File: config.mk
export PLATFORM = sky130hd
export DESIGN_NAME = supply_seq_reg
export DESIGN_NICKNAME = d
export VERILOG_FILES = /design/src/rtl/supply_seq_reg.sv
export SDC_FILE = /design/constraint.sdc
export NUM_CORES = 1
export LEC_CHECK = 0
export CAP_MARGIN = 20
export CELL_PAD_IN_SITES_DETAIL_PLACEMENT = 1
export CELL_PAD_IN_SITES_GLOBAL_PLACEMENT = 2
export CORE_ASPECT_RATIO = 0.8
export CORE_MARGIN = 2
export CORE_UTILIZATION = 22
export DETAILED_ROUTE_END_ITERATION = 10
export GPL_TIMING_DRIVEN = 0
export PLACE_DENSITY = 0.76
export SLEW_MARGIN = 20
export SYNTH_ARGS = -nofsm -noshare
export SYNTH_HDL_FRONTEND = slang
export SYNTH_SLANG_ARGS = --single-unit
File: constraint.sdc
create_clock -name clk -period 2.65 [get_ports clk]
set_clock_uncertainty 0.2 [all_clocks]
set_input_delay 0.265 -clock clk [delete_from_list [all_inputs] [get_ports clk]]
set_output_delay 0.265 -clock clk [all_outputs]
set_load 0.01 [all_outputs]
File: src/rtl/supply_seq_reg.sv
module supply_seq_reg (
  input  logic       clk,
  input  logic       rst_n,
  input  logic       pwr_on,
  input  logic       board_sel,
  input  logic       seq_en,
  input  logic       neg_off,
  input  logic       host_we,
  input  logic [3:0] host_wdata,
  input  logic       ramp_busy,
  input  logic       ramp_done,
  input  logic       fault_off,
  input  logic [3:0] rail_armed,
  output logic [3:0] rail_en,
  output logic [7:0] status
);

  logic [3:0] req;
  logic       on_q, sel_q;
  logic       chain_act;
  logic [1:0] chain_ptr;

  logic on_rise, on_fall, sel_rise, sel_fall;
  assign on_rise  =  pwr_on & ~on_q;
  assign on_fall  = ~pwr_on &  on_q;
  assign sel_rise =  board_sel & ~sel_q;
  assign sel_fall = ~board_sel &  sel_q;

  logic kill_all, kill_upper;
  assign kill_all   = on_fall | sel_fall;
  assign kill_upper = seq_en & (fault_off | sel_rise);

  logic [3:0] host_set, host_clr;
  assign host_set = (host_we && !ramp_busy) ? (host_wdata & ~req) : 4'b0000;
  assign host_clr = host_we ? (req & ~host_wdata) : 4'b0000;

  logic [2:0] nxt_idx;
  logic       chain_step, chain_hit;
  assign nxt_idx    = {1'b0, chain_ptr} + 3'd1;
  assign chain_step = seq_en & chain_act & ramp_done;
  assign chain_hit  = chain_step & (chain_ptr != 2'd3) & ~req[nxt_idx[1:0]];

  logic [3:0] chain_set, pin_set, set_mask, clr_mask, start_mask;
  assign chain_set  = chain_hit ? (4'b0001 << nxt_idx[1:0]) : 4'b0000;
  assign pin_set    = on_rise ? (seq_en ? 4'b0001 : 4'b1111) : 4'b0000;
  assign set_mask   = pin_set | host_set | chain_set;
  assign clr_mask   = kill_all ? 4'b1111 : (host_clr | (kill_upper ? 4'b1110 : 4'b0000));
  assign start_mask = seq_en ? ((on_rise ? 4'b0001 : 4'b0000) | host_set) : 4'b0000;

  logic [1:0] start_idx;
  always_comb begin
    start_idx = 2'd0;
    for (int i = 3; i >= 0; i--)
      if (start_mask[i]) start_idx = 2'(i);
  end

  always_ff @(posedge clk) begin
    if (!rst_n) begin
      req       <= 4'b0000;
      on_q      <= 1'b0;
      sel_q     <= 1'b0;
      chain_act <= 1'b0;
      chain_ptr <= 2'd0;
    end else begin
      on_q  <= pwr_on;
      sel_q <= board_sel;
      req   <= (req | set_mask) & ~clr_mask;
      if (kill_all || kill_upper) begin
        chain_act <= 1'b0;
      end else if (start_mask != 4'b0000) begin
        chain_act <= 1'b1;
        chain_ptr <= start_idx;
      end else if (chain_step) begin
        if (chain_hit) chain_ptr <= nxt_idx[1:0];
        else           chain_act <= 1'b0;
      end
    end
  end

  assign rail_en = {neg_off ? req[0] : req[3], req[2:0]};
  assign status  = {rail_en & rail_armed, req};

  assert_off_clears_R9: assert property (@(posedge clk) disable iff (!rst_n)
    (on_q && !pwr_on) |=> (rail_en == 4'b0000));

  assert_fault_keeps_first_R7: assert property (@(posedge clk) disable iff (!rst_n)
    (seq_en && fault_off) |=> (status[3:1] == 3'b000));

  assert_busy_no_set_R6: assert property (@(posedge clk) disable iff (!rst_n)
    (host_we && ramp_busy && !on_rise && !chain_step) |=> ((status[3:0] & ~$past(status[3:0])) == 4'b0000));

  assert_select_trims_R8: assert property (@(posedge clk) disable iff (!rst_n)
    (seq_en && board_sel && !sel_q) |=> (status[3:1] == 3'b000));

  assert_seq_single_R3: assert property (@(posedge clk) disable iff (!rst_n)
    (seq_en && !host_we && !ramp_done && !fault_off && !sel_rise && !sel_fall)
      |=> ($countones(status[3:0] & ~$past(status[3:0])) <= 1));

  assert_chain_idle_R4: assert property (@(posedge clk) disable iff (!rst_n)
    (!chain_act && !host_we && !on_rise) |=> ((status[3:0] & ~$past(status[3:0])) == 4'b0000));

endmodule

Word level (Yosys, flattened, before mapping)

Index checks and enable logic that the tools add are counted.

Input port bits: 18
Output and inout bits: 12
Word-level logic and storage cells: 71
Bits in registers: 9

Mux-type cells: 22
Bitwise gates (word level): 30
Order comparisons: 1
Eq/ne operators: 2
Shift-type cells: 1
Add/subtract/negate cells: 1
Reductions and logical operators: 9

Operator list:

| operator              | number |
|---|---|
| $mux W4               | 8 |
| $and A4 B4 Y4         | 4 |
| $or A4 B4 Y4          | 4 |
| $mux W2               | 7 |
| $not A4 Y4            | 3 |
| $and A1 B1 Y1         | 9 |
| $not A1 Y1            | 7 |
| $mux W1               | 6 |
| $or A1 B4 Y4          | 1 |
| $reduce_bool A2 Y1    | 2 |
| $reduce_bool A4 Y1    | 1 |
| $shl A1 B2 Y4 const A | 1 |
| $lt A2 B3 Y1 const B  | 1 |
| $reduce_and A3 Y1     | 1 |
| $add A2 B1 Y2 const B | 1 |
| $bmux W1 S2           | 1 |
| $ne A2 B1 Y1 const B  | 1 |
| $ne A2 B2 Y1 const B  | 1 |
| $or A1 B1 Y1          | 2 |
| $reduce_and A2 Y1     | 1 |
| $reduce_or A2 Y1      | 1 |
| $logic_and A1 B1 Y1   | 1 |
| $logic_not A1 Y1      | 1 |
| $logic_or A1 B1 Y1    | 1 |

Logic depth before layout (Yosys ltp)

Depth in word-level cells: 10
Depth in mapped cells: 7

Worst setup path after synthesis

Ideal clock, no wire load.

Path kind: register to register
From: register chain_ptr[0]
To: register req[2]
Stages on the path, launching flop included: 8
Clock period less this slack: 1.873 ns
Setup slack: 0.777 ns
Setup time: 0.091 ns
Buffers on the path: 0
Arrival time: 1.582 ns
Path through: dfxtp_1 > inv_1 > ha_1 > nand2_1 > o211ai_2 > a21oi_2 > a21oi_1 > a311oi_1

Word-level cells in the longest chain between the ends: 9
Elaborated cells between the ends (all ways): 12

Ends and longest elaborated chain:

| what                          | line | RTL |
|---|---|---|
| start, declared               | 21   | `logic [1:0] chain_ptr;` |
| start signal, assigned        | 72   | `chain_ptr <= start_idx;` |
| start signal, assigned        | 74   | `if (chain_hit) chain_ptr <= nxt_idx[1:0];` |
| $add A2 B1 Y2                 | 39   | `assign nxt_idx = {1'b0, chain_ptr} + 3'd1;` |
| $bmux W1 S2                   | 41   | `assign chain_hit = chain_step & (chain_ptr != 2'd3) & ~req[nxt_idx[1:0]];` |
| $mux W1 (not written as such) | 41   |  |
| $not A1 Y1                    | 41   |  |
| $and A1 B1 Y1                 | 41   |  |
| $mux W4 (*)                   | 44   | `assign chain_set = chain_hit ? (4'b0001 << nxt_idx[1:0]) : 4'b0000;` |
| $or A4 B4 Y4 (*)              | 46   | `assign set_mask = pin_set \| host_set \| chain_set;` |
| $or A4 B4 Y4 (*)              | 67   | `req <= (req \| set_mask) & ~clr_mask;` |
| $and A4 B4 Y4 (*)             | 67   |  |
| end signal, assigned          | 67   |  |
| end, declared                 | 18   | `logic [3:0] req;` |

Mark *: on every way between the ends. The rest lies on a longest branch, timed or not. The select of a mux whose other input is x is not followed.
A chain may end at the register's enable or synchronous reset.

Worst setup path after layout

Ends and elaborated chain as after synthesis.

==> reports/qor.yml <==
status: "finished clean"
cts.repair.resized: 0
ant_nets: 0
leakagePower_uw: 0.0004421
timing.rr.end: "req[2]"
gr-total-overflow: 0
row_count: 18
cap_violations: 0
n_fill_cell: 367
routabilityCongestion: 0.8118
post_cts_buffers: 0
cpPeakStageDelay_ns: 0.43
route.vias.total: 727
r2r_cells: 7
regArea_um2: 180.2
nNetsFinal: 140
tightestPinTransition_ns: 0.4933
crit_required_ns: 2.59
cts_buffers: 3
stdcell_count: 156
grt_max_degree: 9
powerDensity_nw_per_um2: 414.9
ctsHoldBuffers: 0
startpoint_type: "flop"
dieHeight_um: 54.52
numPortBuffers: 29
endpoint_kind: "flop"
n_antenna_cell: 0
io_pins: 30
dr.first_iter.drc_count: 21
vias_per_cell: 4.660
grt_pass1_vias: 714
initial_core_util: 0.2292
power.switching_uw: 130.1
relSlewSlack: 0.6686
ys_ff_latch: 9
dp.cells: 152
insertion_delay_ns: 0.24
avgSynthCellArea_um2: 8.457
hold_end: "chain_act"
syn_to_final_growth_pct: 54.90
ys_warn_count: 0
power_frac_comb: 0.290
cts_root_buf: "clkbuf_8"
critical-path-top-delay-family: "compound AO/OA/AOI/OAI gates"
worst-path-max-fanout: 6
finalMaxSlewViolations: 0
first_pass_iters: 4
syn-num-nets: 106
grt_usage: 0.1355
drt_wl_total_um: 2200
setup_viol: 0
r2r-start: "chain_ptr[0]"
criticalPathCategory: "flop to flop"
rsz0062_at_grt: "no"
routedWlPerCell_um: 14.10
clk_path_buf_depth: 2
ir_drop_v: 0.0001809
tns_ns: 0
core_area_um2: 3063
rrSetupSlack_ns: 0.38
fmax_ghz: 0.4405
synth_cell_type_count: 36
dieWidth_um: 67.15
min_path_cells: 2
syn-instance-count: 83
grt_pass1_wl_um: 3477
worstHoldPathType: "flop to flop"
hold_start: "chain_act"
critPathBufInv: 1
synth-edff-count: 0
drive_gt1_frac: 0.1466
min_period_ns: 2.270
switching_share: 0.2883
cp.arrival_ns: 2.21
stdcell_area_um2: 1087
htree_levels: 1
p_seq_frac: 0.342
antenna_found_initial: 0
timing.final.hold_violations: 0
power.internal_uw: 321.0
pwr-share-clk: 0.367
cp_cell_sequence: "inv_1 -> ha_1 -> nand2_1 -> o211ai_1 -> a21oi_2 -> a21oi_1 -> a311oi_1"
drc: 0
cts_sinks: 9
dieArea_um2: 3661
cts_tree: "yes"
clk_pin_slew_worst_paths_ns: 0.05
fin_total_pwr_uw: 451.1
dpl_cell_area_um2: 1042
multiInputGateArea_um2: 461.7
synth-async-reset-ratio: 0
fin_crit_sh: 0.8567
hpwl_um: 1772
synth_flop_cell: "dfxtp_1"
worst_path_max_delay_cell: "dfxtp_1"
ys_seq_area_frac: 0.2567
synth_area_um2: 701.9
logic make-up (layout without fill, tap and decap cells):
kind of cell               count (synthesis)  in the layout  share of synthesized area
AOI/OAI and AO/OA                         31             31                     0.3583
adders and majority gates                  5              5                    0.08913
buffers and inverters                     13             46                    0.08556
DFF                                        9              9                     0.2567
muxes                                      2              2                    0.03030
and+or+nand+nor                           23             23                     0.1800
per-stage QoR:
step / worst slack [ns] / hold WS [ns] / utilization
finish: 0.3797 / 0.2793 / 0.3550
global route: 0.2281 / 0.3468 / 0.3550
CTS: 0.3889 / 0.2818 / 0.3550
detailed placement: 0.4086 / 0.2731 / 0.3403
global placement: 0.4842 / 0.2691 / 0.3403
floorplan: 0.7769 / 0.1738 / -
state kept, by name, summed over array words and instances (netlist names):
register and cells:
req 4, chain_ptr 2, chain_act 1, on_q 1, sel_q 1
worst max path at each step:
stage | startpoint | end | slack, ns | cells past startpoint
after floorplan | chain_ptr[0] | req[2] | 0.78 | 7
after global placement | chain_ptr[0] | req[2] | 0.48 | 7
after detailed placement | chain_ptr[0] | req[2] | 0.41 | 7
after CTS | chain_ptr[0] | req[2] | 0.39 | 7
after global routing | chain_ptr[0] | req[2] | 0.23 | 7
final | chain_ptr[0] | req[2] | 0.38 | 7
cell usage in the layout, fill, tap and decap left out, types with 2 or more instances in the layout:
cell type	instances
a211o_1	3
a21oi_1	7
a311oi_1	3
and2_1	4
buf_4	3
clkbuf_8	3
clkdlybuf4s50_1	29
dfxtp_1	9
ha_1	5
inv_1	8
inv_2	2
nand2_1	8
nor2_1	3
o211ai_1	2
o21ai_1	2
o21ai_2	2
layer usage:
layer / track usage / routed length (um)
met1: 0.1777 / 1083
met2: 0.1964 / 916
met3: 0.05556 / 171
met4: 0.05442 / 29
met5: 0 / 0
worst min-delay path, stage by stage, from the launching register on:
cell and delay, ns:
dfxtp_1 0.30, o21ai_0 0.07, a21oi_1 0.06
cell usage after synthesis (all sizes together), types with 2 or more instances:
library cell   n  area [um^2]
dfxtp          9        180.2
ha             5        62.56
a221oi         2        41.29
buf            3        22.52
a21oi          8        43.79
a311oi         3        26.28
nor2b          2        15.02
o21ai          5        32.53
inv           10        37.54
nor2           3        11.26
o211ai         3        27.52
and2           5        32.53
nand2          8        30.03
a211o          3        26.28
power groups by stage:
stage / Sequential [uW] / Clock (uW) / Combinational [uW]
CTS: 154 / 171 / 132
global placement: 157 / 0 / 129
global route: 156 / 179 / 145
floorplan: 156 / 0 / 64.4
detailed placement: 157 / 0 / 131
finish: 154 / 166 / 131
cell type report:
| cell class | instances | area share |
|---|---|---|
| inverter | 10 | 0.03452 |
| sequential | 9 | 0.1657 |
| timing repair buffer | 29 | 0.2670 |
| multi-input combinational | 61 | 0.4246 |
| buffer | 3 | 0.02071 |
| clock buffer | 4 | 0.04143 |
| tap | 40 | 0.04603 |
(Power assumes the default switching activity.)
